<file path="src/rtl/qspi_master.sv">
module qspi_master #(
  parameter int NCS   = 4,
  parameter int NATTR = 2,
  parameter int DEPTH = 4,
  parameter int HALF  = 2,
  parameter int CNT_W = 16
)(
  input  logic                      clk,
  input  logic                      rst_n,
  input  logic                      reg_we,
  input  logic [2:0]                reg_addr,
  input  logic [31:0]               reg_wdata,
  input  logic                      rx_pop,
  output logic [31:0]               rx_data,
  output logic [$clog2(DEPTH):0]    tx_level,
  output logic [$clog2(DEPTH):0]    rx_level,
  output logic                      eoq_flag,
  output logic                      ovf_flag,
  output logic                      irq,
  output logic [CNT_W-1:0]          xfer_cnt,
  output logic                      busy,
  output logic                      sck,
  output logic                      mosi,
  input  logic                      miso,
  output logic [NCS-1:0]            cs_out
);
  localparam int PW = $clog2(DEPTH);
  localparam int AW = (NATTR > 1) ? $clog2(NATTR) : 1;
  localparam int HW = (HALF > 1) ? $clog2(HALF) : 1;
  localparam int CW = 23 + AW;
  localparam int A_ATTR = 4;

  logic          halt, ie;
  logic [NCS-1:0] idle_lvl;
  logic [6:0]    attr [NATTR];
  logic [CW-1:0] txf [DEPTH];
  logic [15:0]   rxf [DEPTH];
  logic [PW-1:0] tx_wp, tx_rp, rx_wp, rx_rp;
  logic [PW:0]   tx_n, rx_n;

  logic          run, pol_q, pha_q, lsb_q, cont_q, eoq_q, cs_on;
  logic [4:0]    k;
  logic [HW-1:0] h;
  logic [3:0]    nb_m1, cs_idx, bitpos;
  logic [15:0]   txd, rxd;

  wire wr_ctrl = reg_we && reg_addr == 3'd0;
  wire wr_stat = reg_we && reg_addr == 3'd1;
  wire push    = reg_we && reg_addr == 3'd2 && tx_n != (PW+1)'(DEPTH);
  wire fl_tx   = wr_ctrl && reg_wdata[1];
  wire fl_rx   = wr_ctrl && reg_wdata[2];

  wire [CW-1:0] head  = txf[tx_rp];
  wire [6:0]    hattr = attr[head[20 +: AW]];
  wire start    = !run && !halt && tx_n != '0;
  wire half_end = run && h == HW'(HALF-1);
  wire last     = half_end && k == {nb_m1, 1'b1};
  wire rx_full  = rx_n == (PW+1)'(DEPTH);
  wire rx_put   = last && !rx_full;
  wire rx_take  = rx_pop && rx_n != '0;

  assign bitpos   = lsb_q ? k[4:1] : nb_m1 - k[4:1];
  assign mosi     = run & txd[bitpos];
  assign sck      = run ? (pol_q ^ pha_q ^ k[0]) : pol_q;
  assign busy     = run;
  assign tx_level = tx_n;
  assign rx_level = rx_n;
  assign rx_data  = (rx_n != '0) ? {16'h0, rxf[rx_rp]} : 32'h0;
  assign irq      = eoq_flag & ie;

  for (genvar i = 0; i < NCS; i++) begin : g_cs
    assign cs_out[i] = (cs_on && cs_idx == 4'(i)) ? ~idle_lvl[i] : idle_lvl[i];
  end

  // registers and flags
  always_ff @(posedge clk or negedge rst_n) begin
    if (!rst_n) begin
      halt <= 1'b0; ie <= 1'b0; idle_lvl <= '1;
      eoq_flag <= 1'b0; ovf_flag <= 1'b0;
      for (int i = 0; i < NATTR; i++) attr[i] <= 7'h07;
    end else begin
      if (wr_ctrl) begin
        halt <= reg_wdata[0];
        ie <= reg_wdata[3];
        idle_lvl <= reg_wdata[16 +: NCS];
      end
      for (int i = 0; i < NATTR; i++)
        if (reg_we && reg_addr == 3'(A_ATTR + i)) attr[i] <= reg_wdata[6:0];
      eoq_flag <= (last && eoq_q) | (eoq_flag & ~(wr_stat & reg_wdata[0]));
      ovf_flag <= (last && rx_full) | (ovf_flag & ~(wr_stat & reg_wdata[1]));
    end
  end

  // transmit FIFO
  always_ff @(posedge clk or negedge rst_n) begin
    if (!rst_n) begin
      tx_wp <= '0; tx_rp <= '0; tx_n <= '0;
    end else if (fl_tx) begin
      tx_wp <= '0; tx_rp <= '0; tx_n <= '0;
    end else begin
      if (push) begin
        txf[tx_wp] <= {reg_wdata[26:24], reg_wdata[20 +: AW], reg_wdata[19:0]};
        tx_wp <= tx_wp + PW'(1);
      end
      if (start) tx_rp <= tx_rp + PW'(1);
      if (push && !start) tx_n <= tx_n + (PW+1)'(1);
      else if (!push && start) tx_n <= tx_n - (PW+1)'(1);
    end
  end

  // receive FIFO
  always_ff @(posedge clk or negedge rst_n) begin
    if (!rst_n) begin
      rx_wp <= '0; rx_rp <= '0; rx_n <= '0;
    end else if (fl_rx) begin
      rx_wp <= '0; rx_rp <= '0; rx_n <= '0;
    end else begin
      if (rx_put) begin
        rxf[rx_wp] <= rxd;
        rx_wp <= rx_wp + PW'(1);
      end
      if (rx_take) rx_rp <= rx_rp + PW'(1);
      if (rx_put && !rx_take) rx_n <= rx_n + (PW+1)'(1);
      else if (!rx_put && rx_take) rx_n <= rx_n - (PW+1)'(1);
    end
  end

  // shift engine and chip select
  always_ff @(posedge clk or negedge rst_n) begin
    if (!rst_n) begin
      run <= 1'b0; k <= '0; h <= '0; txd <= '0; rxd <= '0; nb_m1 <= 4'd7;
      pol_q <= 1'b0; pha_q <= 1'b0; lsb_q <= 1'b0; cont_q <= 1'b0; eoq_q <= 1'b0;
      cs_on <= 1'b0; cs_idx <= '0; xfer_cnt <= '0;
    end else if (start) begin
      run <= 1'b1; k <= '0; h <= '0; rxd <= '0;
      txd <= head[15:0];
      cs_idx <= head[19:16];
      cont_q <= head[20+AW];
      eoq_q <= head[21+AW];
      if (head[22+AW]) xfer_cnt <= '0;
      nb_m1 <= (hattr[3:0] < 4'd3) ? 4'd3 : hattr[3:0];
      pol_q <= hattr[4]; pha_q <= hattr[5]; lsb_q <= hattr[6];
      cs_on <= 1'b1;
    end else if (half_end) begin
      h <= '0;
      k <= k + 5'd1;
      if (!k[0]) rxd[bitpos] <= miso;
      if (last) begin
        run <= 1'b0;
        xfer_cnt <= xfer_cnt + CNT_W'(1);
        if (!cont_q) cs_on <= 1'b0;
      end
    end else if (run) begin
      h <= h + HW'(1);
    end
  end
endmodule

</file>
<file path="config.mk">
export PLATFORM = sky130hd
export DESIGN_NAME = qspi_master
export DESIGN_NICKNAME = d
export VERILOG_FILES = /design/src/rtl/qspi_master.sv
export SDC_FILE = /design/constraint.sdc
export NUM_CORES = 1
export LEC_CHECK = 0
export ABC_AREA = 0
export BUFFER_PORTS_ARGS = -buffer_cell sky130_fd_sc_hd__buf_4
export CAP_MARGIN = 20
export CORE_ASPECT_RATIO = 0.5
export CORE_UTILIZATION = 59
export CTS_BUF_LIST = sky130_fd_sc_hd__clkbuf_8 sky130_fd_sc_hd__clkbuf_16
export CTS_CLUSTER_SIZE = 10
export DETAILED_ROUTE_END_ITERATION = 10
export GPL_ROUTABILITY_DRIVEN = 0
export PLACE_DENSITY_LB_ADDON = 0.08
export RECOVER_POWER = 50
export REMOVE_ABC_BUFFERS = 1
export SLEW_MARGIN = 40
export SYNTH_ARGS = -nofsm -noshare
export SYNTH_HDL_FRONTEND = slang
export SYNTH_SLANG_ARGS = --single-unit
export TNS_END_PERCENT = 30
</file>
<file path="constraint.sdc">
create_clock -name clk -period 2.85 [get_ports clk]
set_input_delay 0.1425 -clock clk [delete_from_list [all_inputs] [get_ports clk]]
set_output_delay 0.1425 -clock clk [all_outputs]
set_load 0.01 [all_outputs]
</file>
==> impl_metrics.env, run 1 <==
export IMPL_finalSetupViolCount=1
export IMPL_worst_hold_slack_ns=0.119
export IMPL_antenna_left=0
export IMPL_worst_hold_path_type="input pin to flip-flop"
export IMPL_dieArea_um2=19700
export IMPL_diodes=0
export IMPL_grt_usage_pct=22.2
export IMPL_setup_slack_ns=-0.212
export IMPL_first_pass_iters=4
export IMPL_synth_edf_count=160
export IMPL_finalCriticalPeriod_ns=3.06
export IMPL_slowest_delay_ns=0.52
export IMPL_clk_latency_ns=0.55
export IMPL_slowest_stage="dfstp_2"
export IMPL_fill_cells=1309
export IMPL_ys_async_sr_fraction_pct=39.6
export IMPL_startpoint="nb_m1[0]$_DFFE_PN1N_"
export IMPL_antenna_found_initial=0
export IMPL_status="finished with violations"
export IMPL_maxSlewViolCount=36
export IMPL_grt_start_max_net_pins=50
export IMPL_r2r_slack_ns=0.21
export IMPL_setup_tns_ns=-0.212
export IMPL_worst_pin_slew_ns=1.97
export IMPL_crit_path_end_kind="output pin"
export IMPL_clk_pin_slew_ns=0.06
export IMPL_ios=104
export IMPL_grt_overflow=0
export IMPL_hold_viol_final=0
export IMPL_yosys_warnings=0
export IMPL_cp_max_fo=3
export IMPL_rows=35
export IMPL_grt_pass1_wl_um=34000
export IMPL_ff2ff_path_depth=8
export IMPL_vias=6512
export IMPL_cp_cell_sequence="inv_2 -> ha_4 -> inv_2 -> fa_1 -> mux2_4 -> mux4_2 -> and3_4 -> a311oi_2 -> a31oi_1 -> buf_4"
export IMPL_htreeDepth=1
export IMPL_die_w_um=198
export IMPL_root_buffer="clkbuf_16"
export IMPL_min_to="eoq_flag$_DFF_PN0_"
export IMPL_grt_pass1_vias=6672
export IMPL_initial_core_util_pct=60.8
export IMPL_clock_sinks=265
export IMPL_nets=965
export IMPL_whs_path_depth=4
export IMPL_synth_seq_area_share_pct=66.0
export IMPL_routed_wl_um=20700
export IMPL_p_leak_nw=5.33
export IMPL_arrival_ns=2.92
export IMPL_violations="capacitance limit, slew limit, setup timing"
export IMPL_irDropWorstVdd_v=0.000585
export IMPL_fin_skew_ns=0.0270
export IMPL_synth_top_flop_cell="edfxtp_1"
export IMPL_ys_seq_elements=265
export IMPL_p_per_area_nw_per_um2=951
export IMPL_regToRegStartpoint="k[2]$_DFFE_PN0P_"
export IMPL_netlist_area_um2=11300
export IMPL_die_y_um=99.8
export IMPL_routedWlPerCell_um=17.4
export IMPL_reg2reg_to="rxf[1][5]$_DFFE_PP_"
export IMPL_syn2layout_area_growth_pct=18.3
export IMPL_port_buffers=79
export IMPL_period_share_pct=107
export IMPL_synth_cells=769
export IMPL_pre_cts_ws_ns=0.130
export IMPL_synth_avg_cell_area_um2=14.7
export IMPL_crit_buf_inv=3
export IMPL_dpl_hpwl_um=13300
export IMPL_drive_gt1_share_pct=22.1
export IMPL_critPathLaunchType="flip-flop"
export IMPL_yosys_cell_types_count=55
export IMPL_crit_family="multiplexers"
export IMPL_cpMostUsedCell="inv_2"
export IMPL_route_detailed_drc=0
export IMPL_viasPerCell=5.46
export IMPL_cts_path_max_buffers=3
export IMPL_numCtsBuffers=30
export IMPL_cap_violations=1
export IMPL_drtIter0Drc=299
export IMPL_worstPathRequired_ns=2.71
export IMPL_max_slew_margin_pct=-31.1
export IMPL_max_freq_mhz=327
export IMPL_cts_tree="built"
export IMPL_rsz0062_at_grt="true"
export IMPL_crit_type="flip-flop to output pin"
export IMPL_hold_start="reg_addr[0]"
export IMPL_coreArea_um2=18600
-- cell type report --
class	instances	area, um^2	area share [%]
clock buffer	30	751	5.63
clock inverter	26	113	0.844
inverter	13	48.8	0.366
multi-input combinational	456	3620	27.1
sequential	265	7450	55.8
tap	259	324	2.43
timing repair buffer	143	1040	7.81
-- per-stage QoR --
| step | instances | total power, mW | utilization, % | cell area [um^2] |
|---|---|---|---|---|
| after global placement | 1106 | 9.23 | 66.3 | 12300 |
| after floorplan | 734 | 7.84 | - | 11100 |
| after global routing | 1192 | 13.5 | 71.9 | 13300 |
| final | 1192 | 12.7 | 71.9 | 13300 |
| after detailed placement | 1106 | 9.37 | 66.3 | 12300 |
| after CTS | 1190 | 12.8 | 72.6 | 13500 |
-- worst max-delay path by stage --
stage,to,slack (ns),cells past startpoint
6_report,mosi,-0.21,10
5_1_grt,mosi,-0.32,10
4_1_cts,mosi,-0.29,10
3_5_place_dp,mosi,0.13,10
3_3_place_gp,mosi,0.18,10
2_1_floorplan,tx_level[2]$_DFFE_PN0P_,-0.17,5
-- cells in the final DEF (no fill, tap or decap), drive strengths merged, types with 22 or more instances in the layout --
| cell type | count |
|---|---|
| mux4 | 44 |
| dlygate4sd3 | 27 |
| edfxtp | 160 |
| nand2 | 125 |
| dfrtp | 92 |
| clkbuf | 72 |
| nor2 | 50 |
| mux2 | 22 |
| inv | 38 |
| buf | 74 |
-- per-layer routing --
layer	vias up	wire length [um]	global-route usage, %
met1	3326	9930	32.5
li1	3053	-	-
met4	0	341	5.43
met5	-	0	0
met2	104	9780	35.7
met3	29	631	3.36
-- synthesized netlist by cell type, types with 7 or more instances --
cell type,instances,area (um^2)
clkbuf_1,21,78.8
nand2_1,124,465
nand4_1,12,75.1
and3_1,8,50.1
dfstp_2,13,342
edfxtp_1,160,4800
mux2_2,21,236
buf_4,17,128
xnor2_1,17,149
ha_1,13,163
mux4_2,44,991
nor2_1,49,184
mux2i_1,14,140
nor3_1,8,40.0
dfrtp_1,92,2300
o21ai_0,12,60.1
inv_1,13,48.8
o311ai_0,7,61.3
nor2b_1,17,106
xor2_1,18,158
nand3_1,13,65.1
and2_1,10,62.6
-- sequential cells by signal, indices dropped and copies added (netlist names), 3 cells and up --
register and flops:
rxf 64, xfer_cnt 16, txf 96, k 5
rxd 16, idle_lvl 4, rx_level 3, txd 16
attr 14, nb_m1 4, tx_level 3, cs_idx 4
-- what timing repair did --
item,CTS,global route
pin swaps,2,2
endpoints found under the hold margin,154,0
hold buffers,27,0
resized for setup,8,1
cloned,0,0
endpoints found under the setup margin,1,1
buffers inserted,1,2
-- report_power, final --
group          leakage, nW  switching, mW  internal (mW)
clock                0.509           1.41           1.89
combinational         2.05           2.07           2.05
sequential            2.77          0.534           4.73
-- logic make-up after synthesis --
group / synth area share (%)
multiplexers: 12.4
buffers and inverters: 2.79
AND/OR/NAND/NOR: 10.6
XOR/XNOR: 3.01
other: 0.0332
adder cells (fa/ha/maj): 1.97
flip-flops: 66.0
AO/OA/AOI/OAI: 3.13
-- worst min-delay path, delay by kind of cell --
family,cells,cell delay [ns]
simple gates,2,0.22
buf+inv,1,0.13
compound gates,1,0.13
No activity file was read; power rests on OpenSTA's default activity.
==> run 2: changes to the inputs <==
--- a/config.mk
+++ b/config.mk
@@ -9,11 +9,12 @@
 export BUFFER_PORTS_ARGS = -buffer_cell sky130_fd_sc_hd__buf_4
 export CAP_MARGIN = 20
 export CORE_ASPECT_RATIO = 0.5
-export CORE_UTILIZATION = 59
+export CORE_UTILIZATION = 53
 export CTS_BUF_LIST = sky130_fd_sc_hd__clkbuf_8 sky130_fd_sc_hd__clkbuf_16
 export CTS_CLUSTER_SIZE = 10
 export DETAILED_ROUTE_END_ITERATION = 10
 export GPL_ROUTABILITY_DRIVEN = 0
+export GPL_TIMING_DRIVEN = 0
 export PLACE_DENSITY_LB_ADDON = 0.08
 export RECOVER_POWER = 50
 export REMOVE_ABC_BUFFERS = 1
==> constraint.sdc (replaced) <==
create_clock -name clk -period 2.8 [get_ports clk]
set_input_delay 0.14 -clock clk [delete_from_list [all_inputs] [get_ports clk]]
set_output_delay 0.14 -clock clk [all_outputs]
set_load 0.01 [all_outputs]
==> impl_metrics.env, run 2 (synthesis results as in run 1) <==
export IMPL_max_slew_margin_pct=9.50
export IMPL_clock_sinks=265
export IMPL_cp_cell_sequence="inv_2 -> ha_4 -> inv_2 -> fa_1 -> mux2_4 -> mux4_2 -> and3_4 -> a311oi_2 -> a31oi_1 -> buf_4"
export IMPL_crit_path_end_kind="output pin"
export IMPL_initial_core_util_pct=54.5
export IMPL_period_share_pct=111
export IMPL_clockPowerShare_pct=26.3
export IMPL_coreArea_um2=20700
export IMPL_cap_violations=0
export IMPL_p_sw_mw=4.14
export IMPL_syn2layout_area_growth_pct=17.1
export IMPL_vias=6369
export IMPL_intPower_mw=8.75
export IMPL_grt_usage_pct=20.0
export IMPL_port_buffers=79
export IMPL_crit_buf_inv=3
export IMPL_cpMostUsedCell="inv_2"
export IMPL_seqPwrFrac_pct=43.1
export IMPL_first_pass_iters=4
export IMPL_finalSetupViolCount=1
export IMPL_die_w_um=208
export IMPL_max_freq_mhz=322
export IMPL_viasPerCell=5.37
export IMPL_status="finished with violations"
export IMPL_routedWlPerCell_um=17.6
export IMPL_diodes=0
export IMPL_worstPathRequired_ns=2.66
export IMPL_place_area_um2=12200
export IMPL_grt_overflow=0
export IMPL_stdcell_count=1185
export IMPL_worst_pin_slew_ns=1.36
export IMPL_root_buffer="clkbuf_16"
export IMPL_rsz0062_at_grt="true"
export IMPL_drtIter0Drc=291
export IMPL_fill_cells=1577
export IMPL_rows=37
export IMPL_routed_wl_um=20800
export IMPL_hold_start="reg_addr[0]"
export IMPL_cp_max_fo=4
export IMPL_fin_skew_ns=0.0215
export IMPL_pre_cts_ws_ns=-0.232
export IMPL_grt_pass1_wl_um=34000
export IMPL_numCtsBuffers=30
export IMPL_hold_viol_final=0
export IMPL_final_cell_mix="edfxtp_1 (160), nand2_1 (124), dfrtp_1 (88)"
export IMPL_violations="setup timing"
export IMPL_grt_pass1_vias=6480
export IMPL_ff2ff_path_depth=7
export IMPL_worst_path_stages=10
export IMPL_cts_tree="built"
export IMPL_finalCriticalPeriod_ns=3.11
export IMPL_min_to="tx_wp[1]$_DFFE_PN0P_"
export IMPL_reg2reg_to="rxf[1][0]$_DFFE_PP_"
export IMPL_route_detailed_drc=0
export IMPL_dieArea_um2=21900
export IMPL_maxSlewViolCount=0
export IMPL_reg_top3="txf (96), rxf (64)"
export IMPL_largest_register="txf"
export IMPL_dpl_hpwl_um=12900
export IMPL_slowest_delay_ns=0.52
export IMPL_worst_hold_slack_ns=0.0467
export IMPL_antenna_found_initial=0
export IMPL_irDropWorstVdd_v=0.000500
export IMPL_setup_slack_ns=-0.310
export IMPL_ff_latch_area_um2=7460
export IMPL_p_leak_nw=5.21
export IMPL_clk_pin_slew_ns=0.06
export IMPL_arrival_ns=2.97
export IMPL_pwr_share_comb_pct=30.6
export IMPL_critPathLaunchType="flip-flop"
export IMPL_setup_tns_ns=-0.310
export IMPL_fin_area_um2=13200
export IMPL_die_y_um=105
export IMPL_p_per_area_nw_per_um2=975
export IMPL_slowest_stage="dfstp_2"
export IMPL_swShare_pct=32.1
export IMPL_regToRegStartpoint="nb_m1[0]$_DFFE_PN1N_"
export IMPL_cts_path_max_buffers=3
export IMPL_multi_input_area_um2=3670
export IMPL_grt_start_max_net_pins=111
export IMPL_largest_reg_flops=96
export IMPL_crit_family="multiplexers"
export IMPL_layout_commonest_cell="edfxtp_1"
export IMPL_nets=944
export IMPL_worst_hold_path_type="input pin to flip-flop"
export IMPL_ios=104
export IMPL_clk_latency_ns=0.56
export IMPL_dp_cells=1096
export IMPL_r2r_slack_ns=0.19
export IMPL_drive_gt1_share_pct=21.5
export IMPL_htreeDepth=1
export IMPL_crit_type="flip-flop to output pin"
export IMPL_whs_path_depth=3
export IMPL_antenna_left=0
-- run 2: cell types whose count changed in the layout (fill, tap and decap cells not counted), sizes merged --
cell	previous run	this run
clkbuf	72	77
buf	74	48
-- run 2: power groups by stage --
stage                     sequential (mW)  combinational (mW)  clock [mW]
after floorplan                      5.47                2.51           0
after global placement               5.68                3.57           0
after detailed placement             5.63                3.79           0
after CTS                            5.57                3.97        3.48
after global routing                 5.67                4.36        3.63
final                                5.56                3.94        3.39
-- run 2: worst max-delay path by stage --
stage,from,endpoint
after CTS,nb_m1[0]$_DFFE_PN1N_,mosi
after global placement,busy$_DFFE_PN0P_,tx_level[2]$_DFFE_PN0P_
after detailed placement,nb_m1[0]$_DFFE_PN1N_,rxf[2][8]$_DFFE_PP_
after floorplan,busy$_DFFE_PN0P_,tx_level[2]$_DFFE_PN0P_
final,nb_m1[0]$_DFFE_PN1N_,mosi
after global routing,nb_m1[0]$_DFFE_PN1N_,mosi
-- run 2: final cells by class --
| type | instances | area share (%) |
|---|---|---|
| clock buffers | 30 | 5.68 |
| clock inverters | 26 | 0.852 |
| inverters | 13 | 0.369 |
| multi-input cells | 456 | 27.8 |
| flip-flops and latches | 265 | 56.5 |
| well taps | 273 | 2.59 |
| repair buffers | 122 | 6.30 |
-- run 2: per-layer routing --
metal | track usage (%) | wire [um] | up-vias
met5 | 0 | 0 | -
met4 | 4.55 | 264 | 0
met3 | 4.00 | 706 | 25
met2 | 32.8 | 10000 | 85
met1 | 27.8 | 9830 | 3240
li1 | - | - | 3019
-- run 2: what timing repair did --
item	in CTS	in global routing
endpoints found under the hold margin	218	0
pin swaps	2	1
setup buffers	5	0
hold buffers	27	0
gates resized for setup	11	9
setup endpoints to repair	65	51
-- run 2: through the flow --
step	util (%)	total power, mW
floorplan	-	7.98
global placement	58.0	9.25
detailed placement	58.7	9.43
CTS	64.6	13.0
global route	63.8	13.7
finish	63.8	12.9
-- run 2: worst reg2reg max path: stages, from the launching register on --
cell	delay [ns]
dfstp_2	0.52
inv_2	0.05
ha_4	0.27
nand4_1	0.19
nor3_2	0.32
nand2_1	0.16
nor3b_2	0.25
and2_2	0.47
